**src/rtl/trap_pkg.sv**
```systemverilog
// Package: fault encodings, save-address policy and vector offsets shared
// by the trap sequencer. Assumes a 5-bit fault code.
package trap_pkg;

    localparam int CODE_W = 5;
    localparam int OFS_W  = 16;

    typedef enum logic [CODE_W-1:0] {
        FC_NONE    = 5'd0,
        FC_RESET   = 5'd1,
        FC_MCHK    = 5'd2,
        FC_ARITH   = 5'd3,
        FC_INTR    = 5'd4,
        FC_NDTBM   = 5'd5,
        FC_PDTBM   = 5'd6,
        FC_ALIGN   = 5'd7,
        FC_DFAULT  = 5'd8,
        FC_DACV    = 5'd9,
        FC_ITBM    = 5'd10,
        FC_IFAULT  = 5'd11,
        FC_IACV    = 5'd12,
        FC_UNIMP   = 5'd13,
        FC_FPDIS   = 5'd14,
        FC_PCALL   = 5'd15,
        FC_IOVF    = 5'd16
    } fault_e;

    typedef enum logic [1:0] {
        SAVE_KEEP = 2'd0,
        SAVE_PC   = 2'd1,
        SAVE_PC4  = 2'd2
    } save_e;

    // Handler offset for a fault code; unknown codes give zero.
    function automatic logic [OFS_W-1:0] vec_offset(input logic [CODE_W-1:0] c);
        logic [OFS_W-1:0] o;
        case (c)
            FC_RESET:           o = 16'h0001;
            FC_MCHK:            o = 16'h0401;
            FC_ARITH, FC_IOVF:  o = 16'h0501;
            FC_INTR:            o = 16'h0101;
            FC_NDTBM:           o = 16'h0201;
            FC_PDTBM:           o = 16'h0281;
            FC_ALIGN:           o = 16'h0301;
            FC_DFAULT, FC_DACV: o = 16'h0381;
            FC_ITBM, FC_IFAULT: o = 16'h0181;
            FC_IACV:            o = 16'h0081;
            FC_UNIMP:           o = 16'h0481;
            FC_FPDIS:           o = 16'h0581;
            FC_PCALL:           o = 16'h2001;
            default:            o = 16'h0000;
        endcase
        return o;
    endfunction

endpackage

```
**src/rtl/trap_decode.sv**
```systemverilog
// trap_decode: purely combinational classification of the strobes.
// Decides whether a fault is accepted or rejected, whether a return is legal,
// how the saved address is updated and whether a bank switch is requested.
// Assumes fault_take has priority over ret_take.
module trap_decode
    import trap_pkg::*;
(
    input  logic              fault_take,
    input  logic [CODE_W-1:0] fault_code,
    input  logic              ret_take,
    input  logic              pc_priv,
    output logic              do_entry,
    output logic              do_arith,
    output logic              do_ret,
    output logic              do_ret_bad,
    output logic              want_shadow,
    output save_e             save_mode,
    output logic [OFS_W-1:0]  offset
);

    logic code_known;
    logic is_intr;
    logic is_pcall;

    // Recognise the code classes.
    always_comb begin
        code_known = (fault_code >= CODE_W'(FC_RESET)) && (fault_code <= CODE_W'(FC_IOVF))
                     && (fault_code != CODE_W'(FC_ARITH));
        is_intr    = (fault_code == CODE_W'(FC_INTR));
        is_pcall   = (fault_code == CODE_W'(FC_PCALL));
    end

    // Resolve strobes into actions, fault first.
    always_comb begin
        do_entry    = fault_take && code_known;
        do_arith    = fault_take && (fault_code == CODE_W'(FC_ARITH));
        do_ret      = ret_take && !fault_take && pc_priv;
        do_ret_bad  = ret_take && !fault_take && !pc_priv;
        want_shadow = do_entry && !pc_priv;
    end

    // Choose the restart-address policy.
    always_comb begin
        if (!do_entry)                save_mode = SAVE_KEEP;
        else if (is_intr && pc_priv)  save_mode = SAVE_KEEP;
        else if (is_pcall)            save_mode = SAVE_PC4;
        else                          save_mode = SAVE_PC;
    end

    // Look up the handler offset.
    always_comb offset = vec_offset(fault_code);

endmodule

```
**src/rtl/trap_ctx_regs.sv**
```systemverilog
// trap_ctx_regs: holds the vector base register and the saved restart
// address. The base loads on base_wr; the restart address follows the
// policy chosen by the decoder. Both use a synchronous active-low reset.
module trap_ctx_regs
    import trap_pkg::*;
#(
    parameter int           AW         = 64,
    parameter logic [AW-1:0] BASE_RESET = AW'(64'h0001_0000)
) (
    input  logic          clk,
    input  logic          rst_n,
    input  logic          base_wr,
    input  logic [AW-1:0] base_wdata,
    input  save_e         save_mode,
    input  logic [AW-1:0] cur_pc,
    output logic [AW-1:0] base_q,
    output logic [AW-1:0] exc_q
);

    localparam logic [AW-1:0] STEP = AW'(4);

    // Vector base register.
    always_ff @(posedge clk) begin
        if (!rst_n)       base_q <= BASE_RESET;
        else if (base_wr) base_q <= base_wdata;
    end

    // Saved restart address.
    always_ff @(posedge clk) begin
        if (!rst_n) begin
            exc_q <= '0;
        end else begin
            case (save_mode)
                SAVE_PC:  exc_q <= cur_pc;
                SAVE_PC4: exc_q <= cur_pc + STEP;
                default:  exc_q <= exc_q;
            endcase
        end
    end

endmodule

```
**src/rtl/trap_redirect.sv**
```systemverilog
// trap_redirect: registers the redirect target, its +4 companion and the
// one-cycle request pulses. Targets hold their value between redirects.
module trap_redirect #(
    parameter int            AW         = 64,
    parameter logic [AW-1:0] BASE_RESET = AW'(64'h0001_0000)
) (
    input  logic          clk,
    input  logic          rst_n,
    input  logic          do_entry,
    input  logic          do_ret,
    input  logic          do_ret_bad,
    input  logic          do_arith,
    input  logic          want_shadow,
    input  logic [AW-1:0] entry_target,
    input  logic [AW-1:0] exc_q,
    output logic [AW-1:0] next_pc,
    output logic [AW-1:0] next_npc,
    output logic          redirect,
    output logic          shadow_enter,
    output logic          shadow_exit,
    output logic          ret_illegal,
    output logic          arith_reject
);

    localparam logic [AW-1:0] STEP      = AW'(4);
    localparam logic [AW-1:0] RESET_VEC = BASE_RESET + AW'(1);

    logic [AW-1:0] tgt;

    // Pick the target of this cycle's redirect.
    always_comb tgt = do_entry ? entry_target : exc_q;

    // Target registers.
    always_ff @(posedge clk) begin
        if (!rst_n) begin
            next_pc  <= RESET_VEC;
            next_npc <= RESET_VEC + STEP;
        end else if (do_entry || do_ret) begin
            next_pc  <= tgt;
            next_npc <= tgt + STEP;
        end
    end

    // One-cycle request pulses.
    always_ff @(posedge clk) begin
        if (!rst_n) begin
            redirect     <= 1'b0;
            shadow_enter <= 1'b0;
            shadow_exit  <= 1'b0;
            ret_illegal  <= 1'b0;
            arith_reject <= 1'b0;
        end else begin
            redirect     <= do_entry || do_ret;
            shadow_enter <= want_shadow;
            shadow_exit  <= do_ret && !exc_q[0];
            ret_illegal  <= do_ret_bad;
            arith_reject <= do_arith;
        end
    end

endmodule

```
**src/rtl/trap_seq.sv**
```systemverilog
// trap_seq: top of the trap entry/return sequencer. Decodes the strobes,
// updates the base and restart-address registers, and registers the
// redirect. Assumes bit 0 of a PC marks privileged mode and that offsets
// fit in 16 bits (AW > 16).
module trap_seq
    import trap_pkg::*;
#(
    parameter int            AW         = 64,
    parameter logic [AW-1:0] BASE_RESET = AW'(64'h0001_0000)
) (
    input  logic              clk,
    input  logic              rst_n,
    input  logic [AW-1:0]     cur_pc,
    input  logic              fault_take,
    input  logic [CODE_W-1:0] fault_code,
    input  logic              ret_take,
    input  logic              base_wr,
    input  logic [AW-1:0]     base_wdata,
    output logic [AW-1:0]     next_pc,
    output logic [AW-1:0]     next_npc,
    output logic              redirect,
    output logic              shadow_enter,
    output logic              shadow_exit,
    output logic              ret_illegal,
    output logic              arith_reject,
    output logic [AW-1:0]     exc_addr
);

    logic             do_entry, do_arith, do_ret, do_ret_bad, want_shadow;
    save_e            save_mode;
    logic [OFS_W-1:0] offset;
    logic [AW-1:0]    base_q, exc_q, entry_target;

    trap_decode u_dec (
        .fault_take  (fault_take),
        .fault_code  (fault_code),
        .ret_take    (ret_take),
        .pc_priv     (cur_pc[0]),
        .do_entry    (do_entry),
        .do_arith    (do_arith),
        .do_ret      (do_ret),
        .do_ret_bad  (do_ret_bad),
        .want_shadow (want_shadow),
        .save_mode   (save_mode),
        .offset      (offset)
    );

    trap_ctx_regs #(.AW(AW), .BASE_RESET(BASE_RESET)) u_regs (
        .clk        (clk),
        .rst_n      (rst_n),
        .base_wr    (base_wr),
        .base_wdata (base_wdata),
        .save_mode  (save_mode),
        .cur_pc     (cur_pc),
        .base_q     (base_q),
        .exc_q      (exc_q)
    );

    // Handler address from the current base.
    always_comb entry_target = base_q + AW'(offset);

    trap_redirect #(.AW(AW), .BASE_RESET(BASE_RESET)) u_red (
        .clk          (clk),
        .rst_n        (rst_n),
        .do_entry     (do_entry),
        .do_ret       (do_ret),
        .do_ret_bad   (do_ret_bad),
        .do_arith     (do_arith),
        .want_shadow  (want_shadow),
        .entry_target (entry_target),
        .exc_q        (exc_q),
        .next_pc      (next_pc),
        .next_npc     (next_npc),
        .redirect     (redirect),
        .shadow_enter (shadow_enter),
        .shadow_exit  (shadow_exit),
        .ret_illegal  (ret_illegal),
        .arith_reject (arith_reject)
    );

    // Restart address visible at the port.
    always_comb exc_addr = exc_q;

endmodule

```
**config.mk**
```make
export PLATFORM = sky130hd
export DESIGN_NAME = trap_seq
export DESIGN_NICKNAME = d
export VERILOG_FILES = /design/src/rtl/trap_pkg.sv /design/src/rtl/trap_decode.sv /design/src/rtl/trap_ctx_regs.sv /design/src/rtl/trap_redirect.sv /design/src/rtl/trap_seq.sv
export SDC_FILE = /design/constraint.sdc
export NUM_CORES = 1
export LEC_CHECK = 0
export BUFFER_PORTS_ARGS = -buffer_cell sky130_fd_sc_hd__buf_2
export CORE_AREA = 2 2 142 214
export DETAILED_ROUTE_END_ITERATION = 16
export DIE_AREA = 0 0 144 216
export GPL_ROUTABILITY_DRIVEN = 0
export GPL_TIMING_DRIVEN = 0
export MAX_ROUTING_LAYER = met4
export PLACE_DENSITY = 0.77
export SYNTH_ARGS = -nofsm -noshare
export SYNTH_HDL_FRONTEND = slang
export SYNTH_SLANG_ARGS = --single-unit
```
**constraint.sdc**
```tcl
create_clock -name clk -period 6.18 [get_ports clk]
set_clock_uncertainty 0.1 [all_clocks]
set_input_delay 0.618 -clock clk [delete_from_list [all_inputs] [get_ports clk]]
set_output_delay 0.618 -clock clk [all_outputs]
set_load 0.02 [all_outputs]
```
* Yosys cells after proc, flatten, opt, wreduce, memory -nomap -nowiden
Memories as Yosys holds them, arrays and structs flattened.
Cells that the tools add are included.
Widths: inputs -> output; s select.
** Word-level totals
- Flip-flop bits (word level) :: 261
- Memory bits (read-only) :: 192
- Output and inout bits :: 197
- Memories :: 1
** Memory list
- (no name shown) :: depth 32, bits a word 6, rd ports 1, clocked after memory_dff 0, wr ports 0, line trap_pkg.sv:37 : case (c)
** Cells by class
- $add $sub $neg :: 3
- Order comparisons :: 2
- Equal/unequal tests :: 6
- Multiplexer cells :: 5
- Reduce and logical (&&, ||, !) cells :: 15
** Operator list (number)
- $add 64x3->64 const B :: 2
- $pmux 64 s2 :: 1
- $add 64x16->64 :: 1
- $mux 64 :: 1
- $logic_and 1x1->1 :: 10
- $mux 2 :: 3
- $eq 5x2->1 const B :: 1
- $eq 5x3->1 const B :: 1
- $eq 5x4->1 const B :: 1
- $ge 5x1->1 const B :: 1
- $le 5x5->1 const B :: 1
- $ne 5x2->1 const B :: 1
- $logic_not 1->1 :: 3
- $eq 2x1->1 const B :: 1
- $eq 2x2->1 const B :: 1
- $reduce_bool 2->1 :: 1
- $logic_or 1x1->1 :: 1

* Depth between registers and ports, before layout
- Word-level depth :: 7
- Gate-level depth with buffers :: 24
- Depth with buffers taken out :: 17

* By module
A second synthesis with hierarchy kept.
** Second synthesis, totals
- Cells, all modules :: 1894
- Area, all modules :: 15666.3 um2
** By module, submodules not included
- trap_redirect :: instances 1, cells an instance 868, area each 7129.3 um2
- trap_ctx_regs :: instances 1, cells an instance 677, area each 6137.1 um2
- trap_seq :: instances 1, cells an instance 294, area each 2009.4 um2
- trap_decode :: instances 1, cells an instance 55, area each 390.4 um2

* Least setup slack after synthesis
Ideal clock, no wire load.
- Path type :: in2reg
- From :: input fault_code[0]
- To :: register u_red.next_npc[52]
- Data arrival time :: 5792 ps
- Required time :: 6006 ps
- Slack :: 214 ps
- Cell stages on the path :: 21
- Path buffers :: 7
- Path through :: inv_1 > ha_1 > nor3b_1 > o21a_1 > and2_1 > buf_2 > clkbuf_1 > buf_1 > buf_1 > clkbuf_1 > buf_1 > nor2_1 > a31oi_1 > ha_1 > or3b_2 > a211oi_1 > and3_1 > clkbuf_1 > nand4_4 > or4_1 > a31oi_1
** On the way
- Cells in the longest elaborated chain, start to end :: 6
- Elaborated cells between the ends (all ways) :: 11
- Classes of those cells :: add/sub (2); order compare (2); eq/ne (1); mux (1); reduce/logical (4); memory (1)
** Ends and longest elaborated chain
- from (decl) :: line trap_seq.sv:15 : input logic [CODE_W-1:0] fault_code,
- branches (longest 4 deep; another with $add 64x16->64)
- $mux 64 * :: line trap_redirect.sv:31 : always_comb tgt = do_entry ? entry_target : exc_q;
- net u_red.tgt[2] :: line trap_redirect.sv:28 : logic [AW-1:0] tgt;
- $add 64x3->64 * :: line trap_redirect.sv:40 : next_npc <= tgt + STEP;
- to (signal assigned) :: line trap_redirect.sv:37 : next_npc <= RESET_VEC + STEP;
- to (signal assigned) :: line trap_redirect.sv:40
- to (decl) :: line trap_redirect.sv:17 : output logic [AW-1:0] next_npc,
Mark *: on every way through the listed nets, which the timed path passes.
A chain may end at the register's enable or synchronous reset.

* Worst setup path in the final report
- From :: input fault_code[1]
- To :: register u_red.next_npc[45]
** On the way
- Cells in the longest elaborated chain, start to end :: 6
- Elaborated cells between the ends (all ways) :: 11
- Classes of those cells :: add/sub (2); order compare (2); eq/ne (1); mux (1); reduce/logical (4); memory (1)
** Ends and longest elaborated chain
- branches (longest 6 deep; another with $add 64x16->64)
Several ways; the timed one is not identified.

==> metrics list <==
- The number of hold violations in the final report came to 0.
- Family of cells with the greatest summed delay on the critical path: simple AND/OR/NAND/NOR gates
- Number of storage elements in the synthesis netlist: 259
* Remaining max-slew budget at the tightest pin: 27.0%
- Counting every net in the synthesized netlist gives 2022.
* Post-Synth XOR/XNOR Area: 7.57%
* Arrival @ worst endpoint: 6.26 ns
- Mapped Area: 14500 sq um
- In this run the count of I/O pins placed on the die edge is 335.
- Setup repair after global routing left no endpoint under its margin.
- After routing the design area is 17500 sq um.
- Library cell contributing the largest single delay on the critical path: sky130_fd_sc_hd__or4_1
* Kind of capture point of the worst setup path: flip-flop
* Row count: 77
- Based on the critical path, the design can be clocked at up to 169 MHz.
- Clock-pin slew of the registers on the worst-case setup and hold paths: 0.06 ns
- Distinct cells, synth: 75
- After detailed placement, the total cell area comes to 16600 sq um.
- Largest family of logic cells by synthesized area: simple AND/OR/NAND/NOR gates
- Post-synth EDFFs: 0
- The floorplan step defined a core boundary enclosing 29200 sq um.
- Clk_lat worst skew: 0.54 ns
* Antenna violations before repair: 2
* Final setup violation count: 0
- After detailed routing, the number of remaining DRC violations is 0.
- Residual antenna-violating net count after detailed routing: 0
- Synth Instances: 1870
- Of all nets on the critical path, the largest fanout is 10.
- Combined area of the multi-input logic cells: 8670 sq um
* Net count reported at finish: 2373
- Worst path required time: 6.54 ns
- Measured in cells, the most critical reg-to-reg path has a length of 14.
* Estimated wirelength of the detail-placed design: 43000 um
- The die covers 31100 sq um.
- Crit path kind: in -> reg
- In the synthesized netlist the async set-or-reset flop fraction comes to 0%.
* Die height: 216 um
* Cell seen most often among critical-path stages: sky130_fd_sc_hd__ha_1
- The most critical setup path has its endpoint at u_red.next_npc[45].
- Adding up every negative setup slack in the final design gives 0 ns.
* Final critical delay including setup and external delays: 5.90 ns
- The first TritonRoute pass finished after 6 iterations.
- In the global route stage, overall resource usage came out at 34.5%.
- Post-synthesis share of cell area spent on full adders, half adders and majority gates: 1.21%
- Clock Tree Buf Depth: 3
- The flow ran to the end, and the final reports show no timing, DRC or antenna violations.
- For this design the static power due to leakage is 0.00710 uW.
- Measured against the total synthesized area, the mux share comes to 6.54%.
- WL per Instance: 20.3 um
- Depth of the CTS H-tree: 1
* Starting density of the core: 49.5%
* Avg Synthesized Cell Area: 7.73 sq um
* Worst-path cell chain: buf_2 > inv_1 > ha_1 > nor3b_1 > xnor2_1 > ha_1 > ha_1 > nand4_1 > o2111a_1 > or2_1 > clkbuf_1 > or4_1 > a31oi_1 > nand4_1 > nor3_4 > nand4_4 > buf_2 > or3_1 > a31oi_1
* Iter 0 DRT Violations: 1240
- Registers take 5180 sq um.
- Final setup slack of the worst path: 0.277 ns
- For this run, the number of Yosys warnings is 0.
- The worst setup path is launched from an input port.
- Clock tree from TritonCTS: yes
- After clock tree synthesis, the setup repair step added 0 buffers.
- Dividing the detail-routed via count by the number of cells gives 5.95.
- Cts-stage hold buffer count: 0
- Number of max-slew violations in the final report: 0
- The first global-routing pass estimated 80900 um of wire.
- Worst slack, placed: -1.63 ns
* R2R Path End: u_red.next_npc[45]
* Signed area change from the synthesized netlist to the final layout: 21.1%
* Slew @ Worst Pin: 1.09 ns
- During placement, the flow inserted port buffers numbering 331.
- CP bufs+invs: 4
* Tightest Hold Check Type: in -> reg
- Delay of the slowest critical-path stage: 0.56 ns
* GR Overflow Total: 0
- The final layout contains routed wiring with a total length of 53400 um.
* Max VDD drop: 152 uV
- Setup crit start: fault_code[1]
* Die width: 144 um
- Most frequent cells in the layout: sky130_fd_sc_hd__buf_2 (344), sky130_fd_sc_hd__nor2_1 (272), sky130_fd_sc_hd__dfxtp_1 (259)
* Maximum number of pins on one net before global-route repair: 20
- The critical path crosses 19 cells after its start point.
- The number of global-route vias before repair is 14500.
* Fraction of the yosys area taken by sequential cells: 35.9%
* Sinks on Clock Net: 259
* Clock root buffer: sky130_fd_sc_hd__clkbuf_16
- In the finished design, the share of the clock period the worst path needs comes to 95.5%.
* Power density normalized to cell area: 247 nW/um^2
- Dominant synthesized flop cell: sky130_fd_sc_hd__dfxtp_1
* Max-capacitance violation count: 0
- Most common library cell in the layout ignoring fill and taps: sky130_fd_sc_hd__buf_2
- Summing the areas of all and, or, nand and nor instances in the mapped netlist gives 28.1% of the synthesized area.
- Share of final-layout standard cells stronger than drive strength 1: 18.6%
* Vias post-DR: 15700
* Reg2Reg Launch Point: u_regs.base_q[0]
* Final-layout fill cell count: 2677
- Clock tree synthesis inserted a total of 24 buffers.
- The synthesized netlist devotes 16.5% of its cell area to compound gates.
* Flop-to-flop setup slack: 1.03 ns
## cell usage after synthesis (4+ instances only)
cell	count	area [sq um]
sky130_fd_sc_hd__mux2_2	4	45.0
sky130_fd_sc_hd__a31oi_1	35	219
sky130_fd_sc_hd__nand3_1	76	380
sky130_fd_sc_hd__nand2b_1	7	43.8
sky130_fd_sc_hd__nand3b_1	6	45.0
sky130_fd_sc_hd__nand4_1	53	332
sky130_fd_sc_hd__or4_1	20	150
sky130_fd_sc_hd__a21oi_1	141	706
sky130_fd_sc_hd__dfxtp_1	259	5180
sky130_fd_sc_hd__nor2_1	272	1020
sky130_fd_sc_hd__xnor2_1	71	622
sky130_fd_sc_hd__and4_1	16	140
sky130_fd_sc_hd__nand2_1	207	777
sky130_fd_sc_hd__or3_1	30	188
sky130_fd_sc_hd__a311oi_1	5	43.8
sky130_fd_sc_hd__o21a_1	11	82.6
sky130_fd_sc_hd__a21o_1	4	30.0
sky130_fd_sc_hd__xor2_1	54	473
sky130_fd_sc_hd__nor4_1	19	119
sky130_fd_sc_hd__a211oi_1	31	233
sky130_fd_sc_hd__clkbuf_1	90	338
sky130_fd_sc_hd__ha_1	14	175
sky130_fd_sc_hd__o21ai_0	94	470
sky130_fd_sc_hd__o211ai_1	8	60.1
sky130_fd_sc_hd__nor3_1	39	195
sky130_fd_sc_hd__nor3b_1	7	52.6
sky130_fd_sc_hd__o31ai_1	19	143
sky130_fd_sc_hd__and3_1	34	213
sky130_fd_sc_hd__nor2b_1	5	31.3
sky130_fd_sc_hd__inv_1	28	105
sky130_fd_sc_hd__buf_1	18	67.6
sky130_fd_sc_hd__nor4b_1	4	35.0
sky130_fd_sc_hd__and2_1	16	100
sky130_fd_sc_hd__mux2i_1	90	901
sky130_fd_sc_hd__o31a_1	7	61.3
sky130_fd_sc_hd__buf_2	12	60.1
sky130_fd_sc_hd__buf_4	4	30.0
sky130_fd_sc_hd__o2111ai_1	5	43.8
## power by group
part	internal, uW	switching (uW)	total, uW
sequential	1770	101	1870
clock	1030	665	1690
combinational	258	508	766
total	3050	1270	4330
## per-layer routing
layer / global-route usage (%) / wire [um] / vias to the layer above
met5: - / 0 / -
met4: 21.8 / 4090 / 0
met3: 4.10 / 4690 / 248
met2: 56.2 / 25000 / 901
met1: 39.9 / 19700 / 7163
li1: - / - / 7374
## worst min-delay path by stage
| stage | from | endpoint | slack, ns | cells past startpoint |
|---|---|---|---|---|
| after global placement | u_red.next_pc[49] | u_red.next_pc[49] | 0.34 | 2 |
| after detailed placement | u_red.next_pc[52] | u_red.next_pc[52] | 0.34 | 2 |
| after global routing | base_wdata[58] | u_regs.base_q[58] | 0.22 | 3 |
| final | fault_take | u_red.ret_illegal | 0.21 | 2 |
| after floorplan | u_regs.base_q[61] | u_regs.base_q[61] | 0.36 | 2 |
| after CTS | fault_take | u_red.ret_illegal | 0.19 | 2 |
## state kept, by name, summed over array words and instances (netlist names)
| signal | flops |
|---|---|
| u_red.arith_reject | 1 |
| u_red.next_npc | 64 |
| u_red.next_pc | 62 |
| u_red.redirect | 1 |
| u_red.ret_illegal | 1 |
| u_red.shadow_enter | 1 |
| u_red.shadow_exit | 1 |
| u_regs.base_q | 64 |
| u_regs.exc_q | 64 |
## per-stage QoR
step	instances	power, uW	hold WS [ns]	util [%]
after floorplan	1870	2340	0.360	-
after global routing	2636	4460	0.220	60.0
after CTS	2636	4310	0.190	59.9
after global placement	2596	2630	0.338	56.9
final	2636	4330	0.210	60.0
after detailed placement	2596	2650	0.343	56.9
## cell type report
cell class / count / share of cell area, %
multi-input cells: 1458 / 49.6
well taps: 395 / 2.82
repair buffers: 331 / 9.46
clock inverters: 12 / 1.23
flip-flops and latches: 259 / 29.6
inverters: 28 / 0.600
clock buffers: 32 / 3.90
plain buffers: 119 / 2.78
diodes: 2 / 0.0286
## cell families after synthesis
family | Yosys count
AND/OR/NAND/NOR | 833
AO/OA/AOI/OAI | 392
flip-flops | 259
buffers and inverters | 153
XOR/XNOR | 125
multiplexers | 94
adder cells (fa/ha/maj) | 14
## what timing repair did
action,CTS,global route
endpoints found under the setup margin,53,21
endpoints found under the hold margin,0,0
gates resized for setup,7,2
(Power assumes the default switching activity.)
